### config.mk
export PLATFORM = sky130hd
export DESIGN_NAME = dual_angle_latch
export DESIGN_NICKNAME = d
export VERILOG_FILES = /design/src/rtl/angle_latch_pkg.sv /design/src/rtl/clk_latch.sv /design/src/rtl/latch_timing_chk.sv /design/src/rtl/angle_channel.sv /design/src/rtl/dual_angle_latch.sv
export SDC_FILE = /design/constraint.sdc
export NUM_CORES = 1
export LEC_CHECK = 0
export BUFFER_PORTS_ARGS = -buffer_cell sky130_fd_sc_hd__buf_2
export CAP_MARGIN = 10
export CORE_MARGIN = 10
export CORE_UTILIZATION = 44
export DETAILED_ROUTE_END_ITERATION = 7
export SLEW_MARGIN = 20
export SYNTH_ARGS = -nofsm -noshare
export SYNTH_HDL_FRONTEND = slang
export SYNTH_SLANG_ARGS = --single-unit
### constraint.sdc
create_clock -name clk -period 2 [get_ports clk]
set_clock_uncertainty 0.1 [all_clocks]
set_input_delay 0.3 -clock clk [delete_from_list [all_inputs] [get_ports clk]]
set_output_delay 0.3 -clock clk [all_outputs]
set_load 0.02 [all_outputs]
### src/rtl/angle_latch_pkg.sv
package angle_latch_pkg;

    // Window monitor states
    typedef enum logic [1:0] {
        S_SHUT  = 2'd0,
        S_OPEN  = 2'd1,
        S_GUARD = 2'd2
    } win_state_e;

    // Round a time in ns up to whole clock periods
    function automatic int ns_to_cyc(input int ns, input int period_ns);
        return (ns + period_ns - 1) / period_ns;
    endfunction

endpackage

### src/rtl/clk_latch.sv
module clk_latch #(
    parameter int W = 8
) (
    input  logic         clk,
    input  logic         rst_n,
    input  logic         en,
    input  logic [W-1:0] d,
    output logic [W-1:0] q
);

    // Clocked model of a level-sensitive latch: follows d while en is high
    always_ff @(posedge clk or negedge rst_n) begin
        if (!rst_n) begin
            q <= '0;
        end else if (en) begin
            q <= d;
        end
    end

    // an enabled edge captures the sampled input
    a_r2_capture: assert property (@(posedge clk) disable iff (!rst_n)
        en |=> (q == $past(d)));

endmodule

### src/rtl/latch_timing_chk.sv
module latch_timing_chk
    import angle_latch_pkg::*;
#(
    parameter int DW        = 8,
    parameter int WIDTH_CYC = 20,
    parameter int SETUP_CYC = 10,
    parameter int HOLD_CYC  = 5
) (
    input  logic          clk,
    input  logic          rst_n,
    input  logic          en,
    input  logic [DW-1:0] d,
    output logic          viol
);

    localparam int RW = $clog2(WIDTH_CYC + 1);
    localparam int SW = $clog2(SETUP_CYC + 1);
    localparam int HW = $clog2(HOLD_CYC + 1);
    localparam logic [RW-1:0] RUN_MIN  = RW'(WIDTH_CYC);
    localparam logic [SW-1:0] STAB_MIN = SW'(SETUP_CYC);
    localparam logic [HW-1:0] GUARD_LD = HW'(HOLD_CYC - 1);
    localparam bit            HAS_GUARD = (HOLD_CYC > 1);

    win_state_e    state_q, state_d;
    logic [RW-1:0] run_q;
    logic [SW-1:0] stab_q;
    logic [HW-1:0] gcnt_q;
    logic [DW-1:0] d_prev;
    logic          chg;
    logic          fall;

    assign chg  = (d != d_prev);
    assign fall = (state_q == S_OPEN) && !en;

    // State register
    always_ff @(posedge clk or negedge rst_n) begin
        if (!rst_n) begin
            state_q <= S_SHUT;
        end else begin
            state_q <= state_d;
        end
    end

    // Pulse length, data stability and hold window counters
    always_ff @(posedge clk or negedge rst_n) begin
        if (!rst_n) begin
            run_q  <= '0;
            stab_q <= '0;
            gcnt_q <= '0;
            d_prev <= '0;
        end else begin
            d_prev <= d;
            if (!en) begin
                run_q <= '0;
            end else if (run_q != RUN_MIN) begin
                run_q <= run_q + 1'b1;
            end
            if (chg) begin
                stab_q <= '0;
            end else if (stab_q != STAB_MIN) begin
                stab_q <= stab_q + 1'b1;
            end
            if (fall) begin
                gcnt_q <= GUARD_LD;
            end else if ((state_q == S_GUARD) && !en) begin
                gcnt_q <= gcnt_q - 1'b1;
            end
        end
    end

    // Next state and violation output
    always_comb begin
        state_d = state_q;
        viol    = 1'b0;
        unique case (state_q)
            S_SHUT: begin
                if (en) state_d = S_OPEN;
            end
            S_OPEN: begin
                if (!en) begin
                    viol    = (run_q < RUN_MIN) || (stab_q < STAB_MIN) || chg;
                    state_d = HAS_GUARD ? S_GUARD : S_SHUT;
                end
            end
            S_GUARD: begin
                if (en) begin
                    state_d = S_OPEN;
                end else begin
                    viol = chg;
                    if (gcnt_q == HW'(1)) state_d = S_SHUT;
                end
            end
            default: state_d = S_SHUT;
        endcase
    end

    // the hold window never sits at an exhausted count
    a_r9_guard_live: assert property (@(posedge clk) disable iff (!rst_n)
        (state_q == S_GUARD) |-> (gcnt_q != '0));

    // a pulse that is still open keeps counting its length
    a_r7_run_grows: assert property (@(posedge clk) disable iff (!rst_n)
        (en && $past(en) && ($past(run_q) != RUN_MIN)) |-> (run_q == $past(run_q) + 1'b1));

endmodule

### src/rtl/angle_channel.sv
module angle_channel #(
    parameter int AW        = 16,
    parameter int WIDTH_CYC = 20,
    parameter int SETUP_CYC = 10,
    parameter int HOLD_CYC  = 5
) (
    input  logic          clk,
    input  logic          rst_n,
    input  logic [AW-1:0] data_i,
    input  logic          en_hi_i,
    input  logic          en_lo_i,
    input  logic          en_load_i,
    output logic [AW-1:0] angle_o,
    output logic          viol_o
);

    localparam int LB = AW / 2;
    localparam int UB = AW - LB;

    logic [UB-1:0] hi_q;
    logic [LB-1:0] lo_q;
    logic [2:0]    flag;

    clk_latch #(.W(UB)) u_hi (
        .clk(clk), .rst_n(rst_n), .en(en_hi_i), .d(data_i[AW-1:LB]), .q(hi_q)
    );
    clk_latch #(.W(LB)) u_lo (
        .clk(clk), .rst_n(rst_n), .en(en_lo_i), .d(data_i[LB-1:0]), .q(lo_q)
    );
    clk_latch #(.W(AW)) u_hold (
        .clk(clk), .rst_n(rst_n), .en(en_load_i), .d({hi_q, lo_q}), .q(angle_o)
    );

    latch_timing_chk #(.DW(UB), .WIDTH_CYC(WIDTH_CYC), .SETUP_CYC(SETUP_CYC), .HOLD_CYC(HOLD_CYC)) u_chk_hi (
        .clk(clk), .rst_n(rst_n), .en(en_hi_i), .d(data_i[AW-1:LB]), .viol(flag[0])
    );
    latch_timing_chk #(.DW(LB), .WIDTH_CYC(WIDTH_CYC), .SETUP_CYC(SETUP_CYC), .HOLD_CYC(HOLD_CYC)) u_chk_lo (
        .clk(clk), .rst_n(rst_n), .en(en_lo_i), .d(data_i[LB-1:0]), .viol(flag[1])
    );
    latch_timing_chk #(.DW(AW), .WIDTH_CYC(WIDTH_CYC), .SETUP_CYC(SETUP_CYC), .HOLD_CYC(HOLD_CYC)) u_chk_ld (
        .clk(clk), .rst_n(rst_n), .en(en_load_i), .d({hi_q, lo_q}), .viol(flag[2])
    );

    // Sticky violation flag
    always_ff @(posedge clk or negedge rst_n) begin
        if (!rst_n) begin
            viol_o <= 1'b0;
        end else if (|flag) begin
            viol_o <= 1'b1;
        end
    end

    a_r10_set: assert property (@(posedge clk) disable iff (!rst_n)
        (|flag) |=> viol_o);

    a_r10_keep: assert property (@(posedge clk) disable iff (!rst_n)
        viol_o |=> viol_o);

endmodule

### src/rtl/dual_angle_latch.sv
module dual_angle_latch
    import angle_latch_pkg::*;
#(
    parameter int NCH      = 2,
    parameter int AW       = 16,
    parameter int CLK_NS   = 10,
    parameter int PULSE_NS = 200,
    parameter int SETUP_NS = 100,
    parameter int HOLD_NS  = 50
) (
    input  logic                    clk,
    input  logic                    rst_n,
    input  logic [AW-1:0]           data_i,
    input  logic [NCH-1:0]          en_hi_i,
    input  logic [NCH-1:0]          en_lo_i,
    input  logic [NCH-1:0]          en_load_i,
    output logic [NCH-1:0][AW-1:0]  angle_o,
    output logic [NCH-1:0]          viol_o
);

    localparam int WIDTH_CYC = ns_to_cyc(PULSE_NS, CLK_NS);
    localparam int SETUP_CYC = ns_to_cyc(SETUP_NS, CLK_NS);
    localparam int HOLD_CYC  = ns_to_cyc(HOLD_NS, CLK_NS);

    for (genvar c = 0; c < NCH; c++) begin : g_ch
        angle_channel #(
            .AW(AW), .WIDTH_CYC(WIDTH_CYC), .SETUP_CYC(SETUP_CYC), .HOLD_CYC(HOLD_CYC)
        ) u_ch (
            .clk(clk), .rst_n(rst_n), .data_i(data_i),
            .en_hi_i(en_hi_i[c]), .en_lo_i(en_lo_i[c]), .en_load_i(en_load_i[c]),
            .angle_o(angle_o[c]), .viol_o(viol_o[c])
        );

        // without its own load, a channel's output stays put
        a_r6_out_steady: assert property (@(posedge clk) disable iff (!rst_n)
            !en_load_i[c] |=> $stable(angle_o[c]));
    end

endmodule

==> reports/qor.yml <==
worst_setup_path:
  worstPathArrival_ps: 2120
  endpoint_kind: "flip-flop"
  worstSetupPathType: "input port to flip-flop"
  path_cells: "dlygate4sd3_1, buf_2, xor2_1, nor4_2, o2111ai_1, a22oi_2, o221ai_2"
  crit_path_max_fanout: 4
  slowest_delay_ps: 530
  crit_slowest_cell: "dlygate4sd3_1"
  crit_required_ps: 2200
  start_kind: "input port"
logic_synthesis:
  synthCells: 765
  synth_simple_gate_area_share_pct: 9.94
  synthMuxAreaShare_pct: 9.57
  async_flop_share_pct: 100
  ys.warnings.count: 0
  synthAdderAreaFrac_pct: 9.02
  synth.net_count: 855
  synth_xor_area_share_pct: 8.04
  synth_top_family_by_area: "simple AND/OR/NAND/NOR gates"
  synth_compound_area_share_pct: 6.48
  netlist_area_um2: 9150
  yosysSeqAreaShare_pct: 54.1
  syn_avg_cell_area_um2: 12.0
  synth_edf_count: 0
  synth.distinct_cells: 42
  synthFlopType: "dfrtp_1"
  ys_seq_elements: 198
drt:
  routedWlPerCell_um: 16.0
  wl_um: 18300
  drt_iter0_drc: 242
  route.vias.total: 5750
  drcViolationCount: 0
  ant_nets: 0
  firstDrtPassIters: 4
  avgViaCountPerCell: 5.03
grt:
  antenna_found_initial: 0
  grt_max_degree: 81
  grt_pass1_wl_um: 30400
  grtUsageTotal_pct: 14.1
  grt_overflow_total: 0
  grt_pass1_vias: 6070
cts:
  clk_path_buf_depth: 2
  clockRootBuffer: "clkbuf_16"
  cts_tree: "built"
  h-tree-depth: 4
  cts.clk_slew.worst_paths_ps: 80
  cts.sinks: 198
  numCtsBuffers: 17
  clk_latency_ps: 440
placement:
  port_buffers: 57
  hpwl_um: 13200
  dp_slack_ps: 49.6
  gp_congestion: 0.755
timing:
  slew_headroom_pct: 70.3
  fin_setup_tns_ps: 0
  holdWs_ps: 26.9
  fin_crit_sh_pct: 95.7
  finalHoldViolCount: 0
  setup_viol: 0
  tightest_slew_ps: 445
  min_period_ps: 1910
  slew_viol_final: 0
  rsz0062_at_grt: "no"
  fin_ws_ps: 86.1
  fmax_ghz: 0.522
outcome:
  status: "complete, no violations"
die:
  floorplan.rows: 52
  io-pin-count: 58
  dieArea_um2: 27000
  design.core.area_um2: 20400
  die_w_um: 164
  initial_core_util_pct: 44.9
  chipHeight_um: 164
power_and_ir_drop:
  power.density_nw_per_um2: 1050
  peakVddDrop_uv: 532
  power.total_mw: 11.2
  leakagePower_nw: 4.88
final_layout:
  fin_nets: 950
  final_cell_mix: "dfrtp_1, mux2_2, ha_1"
  syn_to_final_growth_pct: 16.6
  layout_commonest_cell: "dfrtp_1"
  drive_gt1_share_pct: 22.6
  diodes: 0
hold_path:
  hold_path.class: "input port to flip-flop"
run:
  max-cap-violations: 0
[final timing paths]
| check | from | end | slack, ps | cells after the start |
|---|---|---|---|---|
| min reg2reg | g_ch[1].u_ch.u_lo.q[7]$_DFFE_PN0P_ | g_ch[1].u_ch.u_chk_ld.d_prev[7]$_DFF_PN0_ | 340 | 0 |
| min in group asynchronous | rst_n | g_ch[1].u_ch.u_chk_ld.run_q[0]$_DFFE_PN0P_ | 140 | 2 |
| max in group asynchronous | rst_n | g_ch[0].u_ch.u_chk_ld.gcnt_q[2]$_DFFE_PN0P_ | 1050 | 3 |
| min | data_i[4] | g_ch[1].u_ch.u_chk_lo.d_prev[4]$_DFF_PN0_ | 30 | 2 |
| max | data_i[1] | g_ch[1].u_ch.viol_o$_DFFE_PN0P_ | 90 | 7 |
| max reg2reg | g_ch[1].u_ch.u_lo.q[2]$_DFFE_PN0P_ | g_ch[1].u_ch.viol_o$_DFFE_PN0P_ | 130 | 6 |
[power by group]
| part | switching, mW | leakage [nW] | total [mW] | internal, mW |
|---|---|---|---|---|
| clock network | 1.60 | 0.286 | 3.48 | 1.88 |
| registers | 0.453 | 2.44 | 5.02 | 4.56 |
| logic | 1.51 | 2.15 | 2.74 | 1.23 |
[routing by layer]
| metal | routed length [um] | GRT usage [%] | vias to the layer above | part of all wire [%] |
|---|---|---|---|---|
| li1 | - | - | 2774 | - |
| met1 | 8570 | 17.9 | 2884 | 47 |
| met2 | 8820 | 23.5 | 76 | 48 |
| met3 | 653 | 3.00 | 16 | 3.6 |
| met4 | 228 | 4.87 | 0 | 1.2 |
| met5 | 0 | 0 | - | 0 |
[synth_stat cells, drive strengths merged (4+ instances only)]
cell,n,area [um^2]
or3,5,31.3
o211a,4,40.0
nand3b,5,37.5
xor2,54,473
inv,50,188
nand3,18,90.1
a21boi,6,45.0
buf,6,32.5
mux2,76,856
nor4,12,87.6
xnor2,30,263
a211oi,6,45.0
ha,66,826
dfrtp,198,4950
nand2b,14,87.6
and3,6,37.5
a21oi,43,215
nor3,4,20.0
nand4b,6,52.6
o21ai,22,110
nor2,58,218
nor2b,6,37.5
and2,12,75.1
clkbuf,10,37.5
nand2,27,104
[area by class of cell]
cell class / count / area, um^2
Clock buffer: 18 / 429
Clock inverter: 14 / 164
Timing Repair Buffer: 92 / 634
Tap cell: 270 / 338
Fill cell: 1745 / 9690
Multi-Input combinational cell: 501 / 3960
Inverter: 50 / 188
Sequential cell: 198 / 4950
[state kept, by name, indices dropped and copies added, names as in the netlist, 8 cells and up]
signal	count
g_ch.u_ch.u_chk_ld.stab_q	8
g_ch.u_ch.u_chk_ld.d_prev	32
g_ch.u_ch.u_chk_lo.run_q	10
g_ch.u_ch.u_chk_hi.run_q	10
g_ch.u_ch.u_chk_lo.d_prev	8
g_ch.u_ch.u_chk_hi.stab_q	8
g_ch.u_ch.u_chk_hi.d_prev	8
g_ch.u_ch.u_hold.q	32
g_ch.u_ch.u_chk_ld.run_q	10
g_ch.u_ch.u_chk_lo.stab_q	8
g_ch.u_ch.u_lo.q	16
g_ch.u_ch.u_hi.q	16
[worst max-delay path: cells and delay by family]
family,cells,cell delay (ps)
buffers and inverters,2,690
AO/OA/AOI/OAI,3,550
XOR/XNOR,1,180
AND/OR/NAND/NOR,1,400
[timing repair]
action                                 4_1_cts  5_1_grt
gates resized for setup                      0        4
endpoints found under the hold margin      213        0
setup endpoints to repair                    0        3
setup buffers                                0        0
hold buffers                                16        0
[kinds of logic (layout without fill, tap and decap cells)]
group           Yosys count  after routing
flops                   198            198
simple gates            178            178
compound gates           95             95
xor+xnor                 84             84
mux                      78             78
fa+ha+maj                66             66
buf+inv                  66            174
[through the flow]
stage	cell area, um^2	instances	util, %
2_1_floorplan	9150	765	-
3_3_place_gp	9890	1095	48.6
3_5_place_dp	9890	1095	48.6
4_1_cts	10600	1143	52.3
5_1_grt	10700	1143	52.4
6_report	10700	1143	52.4
Power figures use the tool's default switching activity.
